### src/rtl/irq_wake_pkg.sv
package irq_wake_pkg;

  // word addresses; routing entries follow the three control words
  localparam int ADDR_STATUS = 0;
  localparam int ADDR_MASK   = 1;
  localparam int ADDR_WAKE   = 2;
  localparam int MAP_BASE    = 3;

  typedef enum logic [2:0] {
    SEL_NONE,
    SEL_STATUS,
    SEL_MASK,
    SEL_WAKE,
    SEL_MAP
  } reg_sel_e;

endpackage

### src/rtl/irq_wake_sync.sv
module irq_wake_sync #(
  parameter int W = 8
) (
  input  logic         clk,
  input  logic         rst_n,
  input  logic [W-1:0] async_i,
  output logic [W-1:0] sync_o
);

  logic [W-1:0] stage1_q;
  logic [W-1:0] stage2_q;

  always_ff @(posedge clk or negedge rst_n) begin
    if (!rst_n) begin
      stage1_q <= '0;
      stage2_q <= '0;
    end else begin
      stage1_q <= async_i;
      stage2_q <= stage1_q;
    end
  end

  assign sync_o = stage2_q;

endmodule

### src/rtl/irq_wake_route.sv
module irq_wake_route #(
  parameter int NPERIPH = 8,
  parameter int NCHAN   = 8,
  parameter int IW      = 3
) (
  input  logic [NPERIPH-1:0]      req_i,
  input  logic [NCHAN*(IW+1)-1:0] map_i,
  output logic [NCHAN-1:0]        status_o,
  output logic [NCHAN-1:0]        claim_o
);

  localparam int EW = IW + 1;

  logic [EW-1:0] ent;
  logic [EW-1:0] other;
  logic          taken;

  // a channel claims its peripheral unless a lower channel already names it
  always_comb begin
    status_o = '0;
    claim_o  = '0;
    ent      = '0;
    other    = '0;
    taken    = 1'b0;
    for (int c = 0; c < NCHAN; c++) begin
      ent   = map_i[c*EW +: EW];
      taken = 1'b0;
      if (ent[IW] && (32'(ent[IW-1:0]) < NPERIPH)) begin
        for (int j = 0; j < NCHAN; j++) begin
          if (j < c) begin
            other = map_i[j*EW +: EW];
            if (other[IW] && (other[IW-1:0] == ent[IW-1:0])) taken = 1'b1;
          end
        end
        if (!taken) begin
          claim_o[c]  = 1'b1;
          status_o[c] = req_i[ent[IW-1:0]];
        end
      end
    end
  end

endmodule

### src/rtl/irq_wake_regs.sv
module irq_wake_regs
  import irq_wake_pkg::*;
#(
  parameter int NPERIPH = 8,
  parameter int NCHAN   = 8,
  parameter int DW      = 32,
  parameter int IW      = 3,
  parameter int AW      = 4
) (
  input  logic                    clk,
  input  logic                    rst_n,
  input  logic                    bus_req,
  input  logic                    bus_we,
  input  logic [AW-1:0]           bus_addr,
  input  logic [DW-1:0]           bus_wdata,
  input  logic [NCHAN-1:0]        status_i,
  output logic [NCHAN-1:0]        mask_o,
  output logic [NCHAN-1:0]        wake_en_o,
  output logic [NCHAN*(IW+1)-1:0] map_o,
  output logic [DW-1:0]           rdata_o
);

  localparam int EW = IW + 1;
  localparam int CW = (NCHAN > 1) ? $clog2(NCHAN) : 1;

  reg_sel_e      sel;
  logic [CW-1:0] map_idx;
  logic          wr;

  assign wr = bus_req && bus_we;

  always_comb begin
    sel     = SEL_NONE;
    map_idx = '0;
    if (32'(bus_addr) == ADDR_STATUS)      sel = SEL_STATUS;
    else if (32'(bus_addr) == ADDR_MASK)   sel = SEL_MASK;
    else if (32'(bus_addr) == ADDR_WAKE)   sel = SEL_WAKE;
    else if (32'(bus_addr) >= MAP_BASE && 32'(bus_addr) < MAP_BASE + NCHAN) begin
      sel     = SEL_MAP;
      map_idx = CW'(32'(bus_addr) - MAP_BASE);
    end
  end

  always_ff @(posedge clk or negedge rst_n) begin
    if (!rst_n) begin
      mask_o    <= '0;
      wake_en_o <= '1;
    end else if (wr) begin
      if (sel == SEL_MASK) mask_o    <= bus_wdata[NCHAN-1:0];
      if (sel == SEL_WAKE) wake_en_o <= bus_wdata[NCHAN-1:0];
    end
  end

  for (genvar c = 0; c < NCHAN; c++) begin : g_map
    localparam logic [EW-1:0] RST_ENT = (c < NPERIPH) ? {1'b1, IW'(c)} : '0;
    logic [EW-1:0] entry_q;
    always_ff @(posedge clk or negedge rst_n) begin
      if (!rst_n) entry_q <= RST_ENT;
      else if (wr && sel == SEL_MAP && map_idx == CW'(c)) entry_q <= bus_wdata[EW-1:0];
    end
    assign map_o[c*EW +: EW] = entry_q;
  end

  always_comb begin
    rdata_o = '0;
    case (sel)
      SEL_STATUS: rdata_o[NCHAN-1:0] = status_i;
      SEL_MASK:   rdata_o[NCHAN-1:0] = mask_o;
      SEL_WAKE:   rdata_o[NCHAN-1:0] = wake_en_o;
      SEL_MAP:    rdata_o[EW-1:0]    = map_o[32'(map_idx)*EW +: EW];
      default:    rdata_o = '0;
    endcase
  end

endmodule

### src/rtl/irq_wake_ctrl.sv
module irq_wake_ctrl
  import irq_wake_pkg::*;
#(
  parameter int NPERIPH = 8,
  parameter int NCHAN   = 8,
  parameter int DW      = 32,
  localparam int IW     = $clog2(NPERIPH),
  localparam int AW     = $clog2(MAP_BASE + NCHAN)
) (
  input  logic               clk,
  input  logic               rst_n,
  input  logic [NPERIPH-1:0] periph_req,
  input  logic               core_idle,
  input  logic               bus_req,
  input  logic               bus_we,
  input  logic [AW-1:0]      bus_addr,
  input  logic [DW-1:0]      bus_wdata,
  output logic [DW-1:0]      bus_rdata,
  output logic [NCHAN-1:0]   irq_out,
  output logic               wake_req
);

  localparam int EW = IW + 1;

  logic [NPERIPH-1:0]    req_sync;
  logic [NCHAN-1:0]      raw_status;
  logic [NCHAN-1:0]      claimed;
  logic [NCHAN-1:0]      mask;
  logic [NCHAN-1:0]      wake_en;
  logic [NCHAN*EW-1:0]   route_map;
  logic                  wake_hit;
  logic                  wake_q;

  irq_wake_sync #(.W(NPERIPH)) u_sync (
    .clk     (clk),
    .rst_n   (rst_n),
    .async_i (periph_req),
    .sync_o  (req_sync)
  );

  irq_wake_route #(.NPERIPH(NPERIPH), .NCHAN(NCHAN), .IW(IW)) u_route (
    .req_i    (req_sync),
    .map_i    (route_map),
    .status_o (raw_status),
    .claim_o  (claimed)
  );

  irq_wake_regs #(.NPERIPH(NPERIPH), .NCHAN(NCHAN), .DW(DW), .IW(IW), .AW(AW)) u_regs (
    .clk       (clk),
    .rst_n     (rst_n),
    .bus_req   (bus_req),
    .bus_we    (bus_we),
    .bus_addr  (bus_addr),
    .bus_wdata (bus_wdata),
    .status_i  (raw_status),
    .mask_o    (mask),
    .wake_en_o (wake_en),
    .map_o     (route_map),
    .rdata_o   (bus_rdata)
  );

  assign irq_out  = raw_status & mask;
  assign wake_hit = |(raw_status & wake_en);

  // latched while idle, released as soon as the core leaves idle
  always_ff @(posedge clk or negedge rst_n) begin
    if (!rst_n) wake_q <= 1'b0;
    else        wake_q <= core_idle & (wake_q | wake_hit);
  end

  assign wake_req = wake_q;

endmodule

### config.mk
export PLATFORM = sky130hd
export DESIGN_NAME = irq_wake_ctrl
export DESIGN_NICKNAME = d
export VERILOG_FILES = /design/src/rtl/irq_wake_pkg.sv /design/src/rtl/irq_wake_sync.sv /design/src/rtl/irq_wake_route.sv /design/src/rtl/irq_wake_regs.sv /design/src/rtl/irq_wake_ctrl.sv
export SDC_FILE = /design/constraint.sdc
export NUM_CORES = 1
export LEC_CHECK = 0
export BUFFER_PORTS_ARGS = -buffer_cell sky130_fd_sc_hd__clkbuf_2
export CORE_UTILIZATION = 45
export CTS_CLUSTER_DIAMETER = 40
export DETAILED_ROUTE_END_ITERATION = 7
export PLACE_DENSITY = 0.67
export SETUP_SLACK_MARGIN = 0.2
export SYNTH_ARGS = -nofsm -noshare
export SYNTH_HDL_FRONTEND = slang
export SYNTH_SLANG_ARGS = --single-unit
### constraint.sdc
create_clock -name clk -period 4.05 [get_ports clk]
set_clock_uncertainty 0.2 [all_clocks]
set_input_delay 0 -clock clk [delete_from_list [all_inputs] [get_ports clk]]
set_output_delay 0 -clock clk [all_outputs]
set_load 0.1 [all_outputs]
=== After elaboration in Yosys (flattened, before gate mapping) ===
Index checks and enable logic that the tools add are counted.
W data, S select, Z words.

* Bits of input ports: 49
* Register bits: 65
* Output and inout port bits: 41
* Word-level logic and storage cells: 190

* Bitwise gates (word level): 4
* Eq/ne operators: 41
* Magnitude comparators: 10
* Shifts and indexed selects: 1
* Reductions and logical operators: 44
* $add $sub $neg: 1
* Mux-type cells: 76

{| class="wikitable"
|+ Operators with widths
! cell !! number
|-
| $eq A3 B3 Y1 || 28
|-
| $mux W1 || 58
|-
| $logic_and A1 B1 Y1 || 39
|-
| $lt A3 B4 Y1 const B || 8
|-
| $shiftx A32 B6 Y4 || 1
|-
| $bmux W1 S3 || 8
|-
| $mux W3 || 8
|-
| $and A8 B8 Y8 || 2
|-
| $pmux W4 S4 || 1
|-
| $eq A3 B3 Y1 const B || 5
|-
| $eq A3 B2 Y1 const B || 4
|-
| $pmux W4 S3 || 1
|-
| $reduce_or A8 Y1 || 1
|-
| $eq A3 B1 Y1 const B || 2
|-
| $eq A4 B1 Y1 const B || 1
|-
| $eq A4 B2 Y1 const B || 1
|-
| $ge A4 B2 Y1 const B || 1
|-
| $logic_not A4 Y1 || 1
|-
| $lt A4 B4 Y1 const B || 1
|-
| $reduce_and A2 Y1 || 2
|-
| $logic_not A3 Y1 || 1
|-
| $sub A3 B2 Y3 const B || 1
|-
| $and A1 B1 Y1 || 1
|-
| $or A1 B1 Y1 || 1
|}

=== Logic depth before layout (Yosys ltp) ===
Gate-level depths: netlist of the first run.

* Depth after elaboration: 16
* Mapped depth: 10

=== Modules after synthesis ===
From an unflattened synthesis of the first run, not the netlist that was laid out.

* Cell total of the unflattened synthesis: 436
* Area total of the unflattened synthesis: 4,999.8 um2

{| class="wikitable"
|+ Modules (own cells, without submodules)
! module !! area an instance (um2) !! cells each !! sequential area each (um2) !! times used
|-
| irq_wake_regs || 2,720.1 || 222 || 1,236.2 || 1
|-
| irq_wake_route || 1,754.2 || 183 || 0.0 || 1
|-
| irq_wake_sync || 400.4 || 16 || 400.4 || 1
|-
| irq_wake_ctrl || 125.1 || 15 || 25.0 || 1
|}

=== Worst setup path before layout of the first run ===
No wires, ideal clock.

* Kind: input -> output
* Start: input bus_addr[0]
* End: output bus_rdata[1]
* Cell stages on the path: 9
* Slack: -0.014 ns
* Path buffers: 1
* Data arrival time: 3.864 ns
* Cell sequence: buf_1 > inv_1 > ha_1 > nor3_1 > a311oi_4 > a21oi_2 > nor2_1 > o31a_1 > o21ai_0

* Word-level cells in the longest chain between the ends: 8
* Elaborated cells between the ends (all ways): 21
* Those cells by class: add/sub: 1; order compare: 2; eq/ne: 6; shift: 1; mux: 9; reduce/logical: 2

{| class="wikitable"
|+ Ends and longest elaborated chain
! item !! RTL line !! text
|-
| start, declared || irq_wake_ctrl.sv:16 || <nowiki>input logic [AW-1:0] bus_addr,</nowiki>
|-
| $ge A4 B2 Y1 or $lt A4 B4 Y1 (tied branches) || irq_wake_regs.sv:38 || <nowiki>else if (32'(bus_addr) >= MAP_BASE && 32'(bus_addr) < MAP_BASE + NCHAN) begin</nowiki>
|-
| $logic_and A1 B1 Y1 || irq_wake_regs.sv:38 ||
|-
| $mux W3 || irq_wake_regs.sv:38 ||
|-
| $mux W3 || irq_wake_regs.sv:37 || <nowiki>else if (32'(bus_addr) == ADDR_WAKE) sel = SEL_WAKE;</nowiki>
|-
| $mux W3 || irq_wake_regs.sv:36 || <nowiki>else if (32'(bus_addr) == ADDR_MASK) sel = SEL_MASK;</nowiki>
|-
| $mux W3 || irq_wake_regs.sv:35 || <nowiki>if (32'(bus_addr) == ADDR_STATUS) sel = SEL_STATUS;</nowiki>
|-
| $shiftx A32 B6 Y4 (tied with other cells) || irq_wake_regs.sv:70 || <nowiki>SEL_MAP: rdata_o[EW-1:0] = map_o[32'(map_idx)*EW +: EW];</nowiki>
|-
| $pmux W4 S4 (*) || irq_wake_regs.sv:66 || <nowiki>case (sel)</nowiki>
|-
| end, declared || irq_wake_ctrl.sv:18 || <nowiki>output logic [DW-1:0] bus_rdata,</nowiki>
|}

Every way passes the cells marked *; elsewhere a longest branch is shown, timed or not.

=== Worst setup path after layout of the first run ===
* Start: register u_regs.g_map[2].entry_q[0]
* End: output bus_rdata[2]

* Word-level cells in the longest chain between the ends: 8
* Elaborated cells between the ends (all ways): 12
* Those cells by class: eq/ne: 2; mux: 8; reduce/logical: 2

{| class="wikitable"
|+ Ends and longest elaborated chain
! item !! RTL line !! text
|-
| start, declared || irq_wake_regs.sv:56 || <nowiki>logic [EW-1:0] entry_q;</nowiki>
|-
| start signal, assigned || irq_wake_regs.sv:59 || <nowiki>else if (wr && sel == SEL_MAP && map_idx == CW'(c)) entry_q <= bus_wdata[EW-1:0];</nowiki>
|-
| $eq A3 B3 Y1 || irq_wake_route.sv:32 || <nowiki>if (other[IW] && (other[IW-1:0] == ent[IW-1:0])) taken = 1'b1;</nowiki>
|-
| $logic_and A1 B1 Y1 || irq_wake_route.sv:32 ||
|-
| $mux W1 (2 in series) || irq_wake_route.sv:32 ||
|-
| $mux W1 || irq_wake_route.sv:28 || <nowiki>if (ent[IW] && (32'(ent[IW-1:0]) < NPERIPH)) begin</nowiki>
|-
| $mux W1 (*) || irq_wake_route.sv:35 || <nowiki>if (!taken) begin</nowiki>
|-
| $mux W1 (*) || irq_wake_route.sv:28 ||
|-
| $pmux W4 S4 (*) || irq_wake_regs.sv:66 ||
|}

Every way passes the cells marked *; elsewhere a longest branch is shown, timed or not. The select of a mux whose other input is x is not followed.

==> impl_results.md, run 1 <==
- Outcome: finished, final reports clean
- Area of the multi-input gates: 0.00287 mm²
- Root buf cell: clkbuf_8
- Share of post-route cells with drive strength above 1: 0.346
- Synth Register Bits: 65
- Final Cycle Share: 0.805
- Sequential share of power: 0.417
- Switching share of total power: 0.411
- Post-detailed-route wirelength per cell: 20.3 µm
- RSZ-0062 raised after global routing: no
- Cell-internal power: between 1500 and 2000 µW
- Antenna diode count: 0
- WP data required: around 3.9 ns
- Num ports: 90
- Post-detail-place hpwl: 8.69 mm
- Initial DRC Count: 305
- Die ar.: between 0.01 and 0.015 mm²
- CTS buffer count: 9
- Worst-Margin Slew: 1.01 ns
- PwrDens: approximately 500 mW/mm²
- TNS Setup: 0 ns
- Post-route DRC: 0
- Post-synthesis cell type count: between 60 and 70
- Critical Path Sink Type: output port
- VDD IR max: about 0.29 mV
- Initial antenna violation count: 0
- Clock Power Share: 0.233
- # setup viols final: 0
- Sequential area share after synthesis: 0.340
- Max-slew violation count: 0
- Skew-Pair Late Insertion Delay: 0.35 ns
- Worst R2R Setup Slack: 1.26 ns
- CTS tree: yes
- CP max FO: 12
- Worst hold path type: input port to asynchronous set/reset pin
- Synth Flop Type: dfrtp_1
- First-pass GRT wire length: 20.1 mm
- Max Root-Sink Buffers: 2
- Via-to-Cell Ratio: 6.00
- Starting density of the core: 0.469
- H-tree depth: 3
- Core ar.: 0.0104 mm²
- Startpoint types: register
- # fillers: 916
- Syn_area_per_cell: about 11 µm²
- Register area: between 0.0015 and 0.002 mm²
- Post-synth ARST share: 1.00
- P&R area growth vs syn: 10.2%
- Fin area: 0.00538 mm²
- Post-synth EDFFs: 0
- CTS clk-pin slew, worst paths: approximately 0.08 ns
- Gr usage total: 0.235
- Mapped Cells: around 440
- Fin nets: 530
- Die W: 106 µm
- CP Data Arrival Time: 3.06 ns
- IO Port Bufs: around 40
- Mapped Area: ~0.0049 mm²
- Crit Path Class: register to output port
- Fin crit period: between 3 and 4 ns
- Gpl congestion: roughly 0.92
- Final ANT Viol Nets: 0
- GR Overflow Total: 0
- Die height: roughly 110 µm
- P_leak: between 0.002 and 0.0025 µW
- Combinational power share: 0.350
- Post-Route WL: 12.5 mm
- Yosys warnings: 0
- Vias in the first global route: 3789
- NetSw: between 1000 and 1500 µW
- Site Rows: 37
- Placed inst area: 0.00498 mm²
- 1st-pass router iterations: 5
- Clock tree sinks: 65
- Largest net degree at the start of global routing: 34
- Routed via count: 3705
- Relative slew slack: 0.327
- # Max-Cap Violations: 0
- Post-CTS Resized: 0
- Fmax: ~310 MHz
- Final hold vios: 0
logic make-up after synthesis:
family | share of synthesized area
xor+xnor | 0.145
compound gates | 0.0823
buf+inv | 0.0910
simple gates | 0.121
other cells | 0.000768
flops | 0.340
mux | 0.209
fa+ha+maj | 0.0103
synthesized netlist by cell type, types with 5 or more instances:
library cell / number / area (µm²)
inv_1: 13 / 48.8
a222oi_1: 8 / 80.1
mux2_2: 52 / 586
mux4_2: 12 / 270
clkbuf_1: 6 / 22.5
xnor2_1: 80 / 701
nor2_1: 8 / 30.0
nand4_1: 31 / 194
buf_2: 19 / 95.1
dfstp_2: 28 / 736
buf_4: 28 / 210
nand3_1: 7 / 35.0
and2_1: 8 / 50.1
a21oi_1: 6 / 30.0
o22ai_1: 5 / 31.3
nand2_1: 8 / 30.0
o21ai_0: 5 / 25.0
dfrtp_1: 37 / 926
nor3_1: 5 / 25.0
mux2i_1: 11 / 110
layer usage:
layer	GRT usage	wire length, µm
met1	0.298	5240
met2	0.381	6000
met3	0.0540	894
met4	0.107	391
met5	0	0
flip-flops by register name (all words and copies together) (netlist names):
register              flops
u_regs.g_map.entry_q     32
u_sync.stage1_q           8
u_regs.mask_o             8
u_sync.sync_o             8
wake_req                  1
u_regs.wake_en_o          8
repair_timing:
| action | in CTS | in global routing |
|---|---|---|
| buffers inserted | 0 | 0 |
| endpoints found under the hold margin | 84 | 0 |
| hold buffers | 18 | 0 |
final cells by class:
class / count / share of cell area
clock buffer: 9 / 0.0230
clock inverter: 7 / 0.0188
inverter: 13 / 0.00907
multi-input combinational: 326 / 0.533
sequential: 65 / 0.309
tap: 136 / 0.0316
timing repair buffer: 62 / 0.0758
cell usage in the layout (no fill, tap or decap), drive strengths merged, types with 4 or more instances in the layout:
| cell | synthesis | routed |
|---|---|---|
| clkbuf | 7 | 50 |
| a21oi | 8 | 8 |
| xnor2 | 80 | 80 |
| o22ai | 5 | 5 |
| nand4 | 31 | 31 |
| dfrtp | 37 | 37 |
| conb | 1 | 24 |
| nor3 | 9 | 9 |
| mux4 | 14 | 14 |
| nand2 | 8 | 8 |
| ha | 4 | 4 |
| dfstp | 28 | 28 |
| mux2i | 11 | 11 |
| nor2 | 9 | 9 |
| a222oi | 8 | 8 |
| nand3 | 7 | 7 |
| o21ai | 6 | 6 |
| inv | 13 | 15 |
| and2 | 8 | 8 |
| mux2 | 52 | 52 |
| dlygate4sd3 | 0 | 18 |
worst max-delay path, stage by stage (launching register included):
cell	delay (ns)
dfrtp_1	0.77
mux4_2	0.34
nor2_1	0.04
a311oi_1	0.67
a222oi_1	0.27
o31ai_2	0.11
clkbuf_2	0.50
worst paths after layout:
check                                                       start                                endpoint  depth (start not counted)
setup / recovery           u_regs.g_map[2].entry_q[0]$_DFFE_PN0P_                            bus_rdata[2]                          6
hold / removal                                              rst_n            u_regs.mask_o[5]$_DFFE_PN0P_                          2
setup reg to reg           u_regs.g_map[0].entry_q[0]$_DFFE_PN0P_                      wake_req$_DFF_PN0_                          5
hold reg to reg                      u_sync.stage1_q[0]$_DFF_PN0_              u_sync.sync_o[0]$_DFF_PN0_                          0
max in group asynchronous                                   rst_n  u_regs.g_map[2].entry_q[1]$_DFFE_PN1P_                          3
min in group clk                                    periph_req[3]            u_sync.stage1_q[3]$_DFF_PN0_                          2
through the flow:
step                std cells   util  power (µW)  hold slack (ns)  setup WS, ns
finish                    618  0.517        2680           0.0789         0.790
global route              618  0.517        2810           0.0916         0.612
CTS                       618  0.517        2680           0.0786         0.832
detailed placement        584  0.478        2040          -0.0904         0.849
global placement          584  0.478        1990          -0.0918         0.890
floorplan                 466      -        1860           -0.496         0.722
power by group through the flow:
stage | Clock (µW) | Combinational (µW) | Sequential (µW)
after floorplan | 0 | 983 | 881
after global placement | 0 | 885 | 1110
after detailed placement | 0 | 920 | 1120
after CTS | 635 | 937 | 1110
after global routing | 664 | 1010 | 1140
final | 625 | 938 | 1120
Power figures use the tool's default switching activity.
==> run 2, diff against run 1 <==
Settings changed: PLACE_DENSITY 0.67 to 0.69.
Clock period 4.05 ns to 2.8 ns, I/O delays scaled along.
==> run 2 against run 1 <==
Compared with the run above: register-to-register slack lost 0.93 ns; cell area grew 15%; largest cell class unchanged; critical path type unchanged; highest routed layer unchanged; count of clock-buffer cells in the layout grew 3; cell count grew 9.4%.
==> impl_results.md, run 2 (synthesis results as in run 1) <==
- PwrDens: 692 mW/mm² (+39%)
- CP max FO: 5 (-7)
- Die ar.: 0.0113 mm² (unchanged)
- Worst-Margin Slew: 0.555 ns (-0.454 ns)
- P_leak: 0.00241 µW (+17%)
- RSZ-0062 raised after global routing: yes
- Vias in the first global route: 3867 (+2.1%)
- Max-slew violation count: 0 (unchanged)
- Commonest non-fill, non-tap cell in the layout: xnor2_1
- WP data required: 2.60 ns (-1.25 ns)
- Initial antenna violation count: 0 (unchanged)
- Slowest Stage Delay on Critical Path: 0.61 ns (-0.16 ns)
- Site Rows: 37 (unchanged)
- Initial DRC Count: 472 (+55%)
- Gpl congestion: 0.903 (-1.3%)
- Post-route DRC: 0 (unchanged)
- CP Data Arrival Time: 2.58 ns (-0.48 ns)
- Routed via count: 4089 (+10%)
- Relative slew slack: 0.630 (+0.303)
- CP top delay family: compound AO/OA/AOI/OAI gates
- Combinational power share: 0.450 (+0.100)
- # Max-Cap Violations: 0 (unchanged)
- TNS Setup: 0 ns (unchanged)
- P&R area growth vs syn: 26.3%
- Largest Register: u_regs.g_map.entry_q
- WP buf/inv: 1 (unchanged)
- Tot Pwr: 4260 µW (+59%)
- Skew-Pair Late Insertion Delay: 0.36 ns (about the same)
- Die W: 106 µm (unchanged)
- Startpoint types: register
- 1st-pass router iterations: 8 (+3)
- Sequential share of power: 0.355 (-0.062)
- Final Cycle Share: 0.992
- Max FFs per register: 32 (unchanged)
- Largest net degree at the start of global routing: 33 (-2.9%)
- Die height: 106 µm (unchanged)
- Most frequent cells in the layout: 79 x xnor2_1, 56 x buf_4, 51 x mux2_2
- Gr usage total: 0.252 (+0.0172)
- Post-place setup slack: 0.252 ns (-0.597 ns)
- Outcome: finished, final reports clean
- Core Util, Final: 0.592 (+0.0753)
- Antenna diode count: 0 (unchanged)
- Post-detail-place hpwl: 8.99 mm (+3.5%)
- NetSw: 1750 µW (+58%)
- Share of post-route cells with drive strength above 1: 0.470 (+0.124)
- Starting density of the core: 0.469 (unchanged)
- CTS tree: yes
- Final WS setup: 0.0212 ns (-0.768 ns)
- Root buf cell: clkbuf_8
- Fin crit period: 2.78 ns
- VDD IR max: 0.463 mV (+59%)
- Worst path cell trace: mux4_2, o211ai_1, a21oi_2, a222oi_1, o21ai_2, buf_12
- First-pass GRT wire length: 21.5 mm (+7.2%)
- Worst hold path type: input port to register
- Fmax: 360 MHz
- GR Overflow Total: 0 (unchanged)
- # setup viols final: 0 (unchanged)
- Fin nets: 588 (+11%)
- Clock tree sinks: 65 (unchanged)
- Core ar.: 0.0104 mm² (unchanged)
- Via-to-Cell Ratio: 6.05 (+0.90%)
- IO Port Bufs: 41 (unchanged)
- CTS buffer count: 9 (unchanged)
- Clock Power Share: 0.195 (-0.038)
- Crit Path Class: register to output port
- Final ANT Viol Nets: 0 (unchanged)
- CTS clk-pin slew, worst paths: 0.07 ns (about the same)
- Critical Path Sink Type: output port
- Switching share of total power: 0.410 (-0.00162)
- Post-detailed-route wirelength per cell: 20.8 µm (+2.7%)
- Cell-internal power: 2520 µW (+59%)
- Final hold vios: 0 (unchanged)
- Max Root-Sink Buffers: 2 (unchanged)
- Num ports: 90 (unchanged)
- H-tree depth: 3 (unchanged)
- Max stage delay cell, worst path: dfstp_2
- Post-Route WL: 14.1 mm (+12%)
run 2: worst paths after layout:
kind / from / endpoint / slack [ns] / cells past startpoint
setup / recovery: u_regs.g_map[1].entry_q[0]$_DFFE_PN1P_ / bus_rdata[1] / 0.02 / 6
hold / removal: periph_req[0] / u_sync.stage1_q[0]$_DFF_PN0_ / 0.09 / 2
setup reg to reg: u_sync.sync_o[5]$_DFF_PN0_ / wake_req$_DFF_PN0_ / 0.33 / 6
hold reg to reg: u_sync.stage1_q[1]$_DFF_PN0_ / u_sync.sync_o[1]$_DFF_PN0_ / 0.15 / 0
max in group asynchronous: rst_n / u_regs.g_map[0].entry_q[1]$_DFFE_PN0P_ / 1.24 / 3
min in group asynchronous: rst_n / u_regs.wake_en_o[0]$_DFFE_PN1P_ / 0.13 / 2
run 2: metrics by stage:
step	cells	hold WS (ns)	instance area, µm²
2_1_floorplan	466	-0.496	5000
3_3_place_gp	599	-0.221	5270
3_5_place_dp	599	-0.216	5270
4_1_cts	653	0.0858	5890
5_1_grt	676	0.0856	6170
6_report	676	0.0919	6170
run 2: power by group through the flow:
stage                     registers (µW)  clock network [µW]  logic (µW)
final                               1520                 830        1920
after detailed placement            1530                   0        1540
after global routing                1530                 875        2030
after floorplan                     1270                   0        1430
after global placement              1520                   0        1500
after CTS                           1510                 834        1700
run 2: repair_timing:
action / CTS / global route
endpoints found under the setup margin: 12 / 12
gates resized for setup: 29 / 27
pin swaps: 7 / 9
hold endpoints to repair: 103 / 0
setup buffers: 19 / 23
hold buffers: 19 / 0
run 2: routing by layer:
layer / vias to the layer above / part of all wire / GRT usage
met5: - / 0 / 0
met4: 0 / 0.042 / 0.121
met3: 44 / 0.078 / 0.0417
met2: 252 / 0.48 / 0.397
met1: 2045 / 0.40 / 0.339
li1: 1748 / - / -
run 2: cell type report:
class	instances	area, µm²
well taps	136	170
multi-input cells	326	3000
clock inverters	4	51.3
repair buffers	120	1060
fillers	793	4250
flip-flops and latches	65	1700
clock buffers	12	145
inverters	13	48.8
==> run 3, diff against run 2 <==
Settings changed: GPL_TIMING_DRIVEN set to 0, RECOVER_POWER set to 50.
==> run 3 against run 2 <==
Compared with the run above: die area did not move; clock power is 20% higher; fmax is 1.1% lower; utilization grew 3.4 points; combinational power rose by 14%; via count rose by 0.27%; the run now ends with max-capacitance violations, max-slew violations, negative setup slack left; flip-flop and latch count unchanged; first-iteration DRC count shrank 16%; global-route usage is 0.60 points higher; non-clock buffer count up 17; sequential share of layout area shrank 1.9 points.
==> impl_results.md, run 3 (synthesis results as in run 1) <==
- Post-detail-place hpwl: 9.12 mm (+1.4%)
- Worst R2R Setup Slack: 0.27 ns (-0.06 ns)
- # Max-Cap Violations: 1 (+1)
- Core ar.: 0.0104 mm² (unchanged)
- Fin area: 0.00652 mm² (+5.7%)
- Crit Path Class: register to output port
- CTS buffer count: 9 (unchanged)
- Vias in the first global route: 3981 (+2.9%)
- Largest Register: u_regs.g_map.entry_q
- Core Util, Final: 0.626 (+0.0338)
- R2R depth: 8 (+2)
- Die height: 106 µm (unchanged)
- CP max FO: 3 (-2)
- Via-to-Cell Ratio: 5.92 (-2.2%)
- Root buf cell: clkbuf_8
- CP startpoint: u_regs.g_map[1].entry_q[0]$_DFFE_PN1P_
- 1st-pass router iterations: 8 (unchanged)
- Startpoint types: register
- Post-route DRC: 0 (unchanged)
- Critical Path Sink Type: output port
- Initial DRC Count: 397 (-16%)
- RSZ-0062 raised after global routing: yes
- VDD IR max: 0.488 mV (+5.4%)
- First-pass GRT wire length: 21.9 mm (+2.1%)
- Most frequent cells in the layout: 76 x xnor2_1, 51 x mux2_2, 47 x buf_4
- Slowest Stage Delay on Critical Path: 0.59 ns (-0.02 ns)
- Gr usage total: 0.259 (+0.00605)
- Share of post-route cells with drive strength above 1: 0.494 (+0.0233)
- FF-to-FF Start: u_regs.g_map[3].entry_q[0]$_DFFE_PN1P_
- Starting density of the core: 0.469 (unchanged)
- Failing checks: max-capacitance violations, max-slew violations, negative setup slack
- Final WS setup: -0.00983 ns (-0.0311 ns)
- Final hold vios: 0 (unchanged)
- Worst hold path type: input port to register
- Skew-Pair Late Insertion Delay: 0.35 ns (about the same)
- Relative slew slack: -0.0259 (-0.656)
- Die W: 106 µm (unchanged)
- Commonest non-fill, non-tap cell in the layout: xnor2_1
- Gpl congestion: 0.861 (-4.7%)
- Worst hold path depth: 2 (unchanged)
- Fmax: 356 MHz (-1.1%)
- H-tree depth: 3 (unchanged)
- IO Port Bufs: 37 (-9.8%)
- CTS tree: yes
- Max FFs per register: 32 (unchanged)
- Worst-Margin Slew: 1.54 ns (+0.983 ns)
- Fin nets: 605 (+2.9%)
- Post-Route WL: 14.6 mm (+3.7%)
- Site Rows: 37 (unchanged)
- Fin Hold WS: 0.0577 ns (-0.0342 ns)
- Worst path cell trace: mux4_2, o211ai_1, a21oi_2, a222oi_1, o21ai_2, clkbuf_16
- P&R area growth vs syn: 33.5%
- Max Root-Sink Buffers: 2 (unchanged)
- Die ar.: 0.0113 mm² (unchanged)
- Clock tree sinks: 65 (unchanged)
- Num ports: 90 (unchanged)
- HP Start: bus_wdata[3]
- CP Data Arrival Time: 2.61 ns (+0.03 ns)
- # setup viols final: 3 (+3)
- Max-slew violation count: 66 (+66)
- GR Overflow Total: 0 (unchanged)
- Placed inst area: 0.00536 mm² (+1.7%)
- Outcome: finished, violations left
- Post-detailed-route wirelength per cell: 21.1 µm (+1.2%)
- Initial antenna violation count: 0 (unchanged)
- Final Cycle Share: 1.00 (+0.0111)
- Final ANT Viol Nets: 0 (unchanged)
- Max stage delay cell, worst path: dfstp_2
- PwrDens: 691 mW/mm² (about the same)
- Largest net degree at the start of global routing: 66 (+100%)
- WP data required: 2.60 ns (about the same)
- Routed via count: 4100 (+0.27%)
- CTS clk-pin slew, worst paths: 0.08 ns (about the same)
- Antenna diode count: 0 (unchanged)
- P_leak: 0.00257 µW (+7.0%)
- Fin crit period: 2.81 ns (+0.0311 ns)
-- run 3: changes by cell type in the layout (fill, tap and decap cells not counted), moves of 7 or more --
cell      delta
buf_6       +10
clkbuf_4    +10
buf_4        -9
dfrtp_1      +8
dfrtp_2      -7
-- run 3: layout make-up --
cell class	count	area, µm²
fill	767	3900
multi-input combinational	326	3140
sequential	65	1670
timing repair buffer	76	754
buffer	61	494
tap	136	170
clock buffer	10	128
clock inverter	6	115
inverter	13	48.8
-- run 3: metal layers --
| layer | wire [µm] | part of all wire | vias up | track usage |
|---|---|---|---|---|
| met5 | 0 | 0 | - | 0 |
| met4 | 636 | 0.044 | 0 | 0.135 |
| met3 | 1300 | 0.089 | 61 | 0.0552 |
| met2 | 6910 | 0.47 | 263 | 0.402 |
| met1 | 5750 | 0.39 | 1988 | 0.338 |
| li1 | - | - | 1788 | - |
-- run 3: timing repair --
| action | CTS | global route |
|---|---|---|
| pin swaps | 11 | 22 |
| hold buffers | 15 | 0 |
| gates resized for setup | 72 | 66 |
| endpoints found under the setup margin | 16 | 15 |
| buffers inserted | 11 | 13 |
| endpoints found under the hold margin | 55 | 0 |
-- run 3: power breakdown --
part	switching [µW]	internal [µW]	leakage, µW	total (µW)
logic	1210	979	0.00171	2190
registers	188	1140	0.000744	1320
clock network	399	596	0.000117	995
-- run 3: worst max-delay path: cells and delay by family (launching register included) --
kind	cells	cell delay, ns
muxes	1	0.51
AOI/OAI and AO/OA	4	0.92
DFF	1	0.59
buffers and inverters	1	0.23
-- run 3: through the flow --
| step | setup slack, ns | instances | TNS [ns] | total power (µW) |
|---|---|---|---|---|
| after detailed placement | -0.213 | 639 | -0.907 | 3060 |
| after floorplan | 0.180 | 466 | 0 | 2710 |
| after global routing | -0.0726 | 693 | -0.139 | 4690 |
| final | -0.00983 | 693 | -0.0201 | 4510 |
| after CTS | -0.00224 | 680 | -0.00340 | 4300 |
| after global placement | -0.172 | 639 | -0.720 | 3010 |
-- run 3: worst paths after layout --
kind                                                               end
min in group asynchronous                 u_regs.mask_o[1]$_DFFE_PN0P_
worst min-delay path            u_regs.g_map[3].entry_q[3]$_DFFE_PN1P_
worst max register to register                      wake_req$_DFF_PN0_
worst max-delay path                                      bus_rdata[1]
max in group asynchronous       u_regs.g_map[4].entry_q[0]$_DFFE_PN0P_
worst min register to register              u_sync.sync_o[1]$_DFF_PN0_
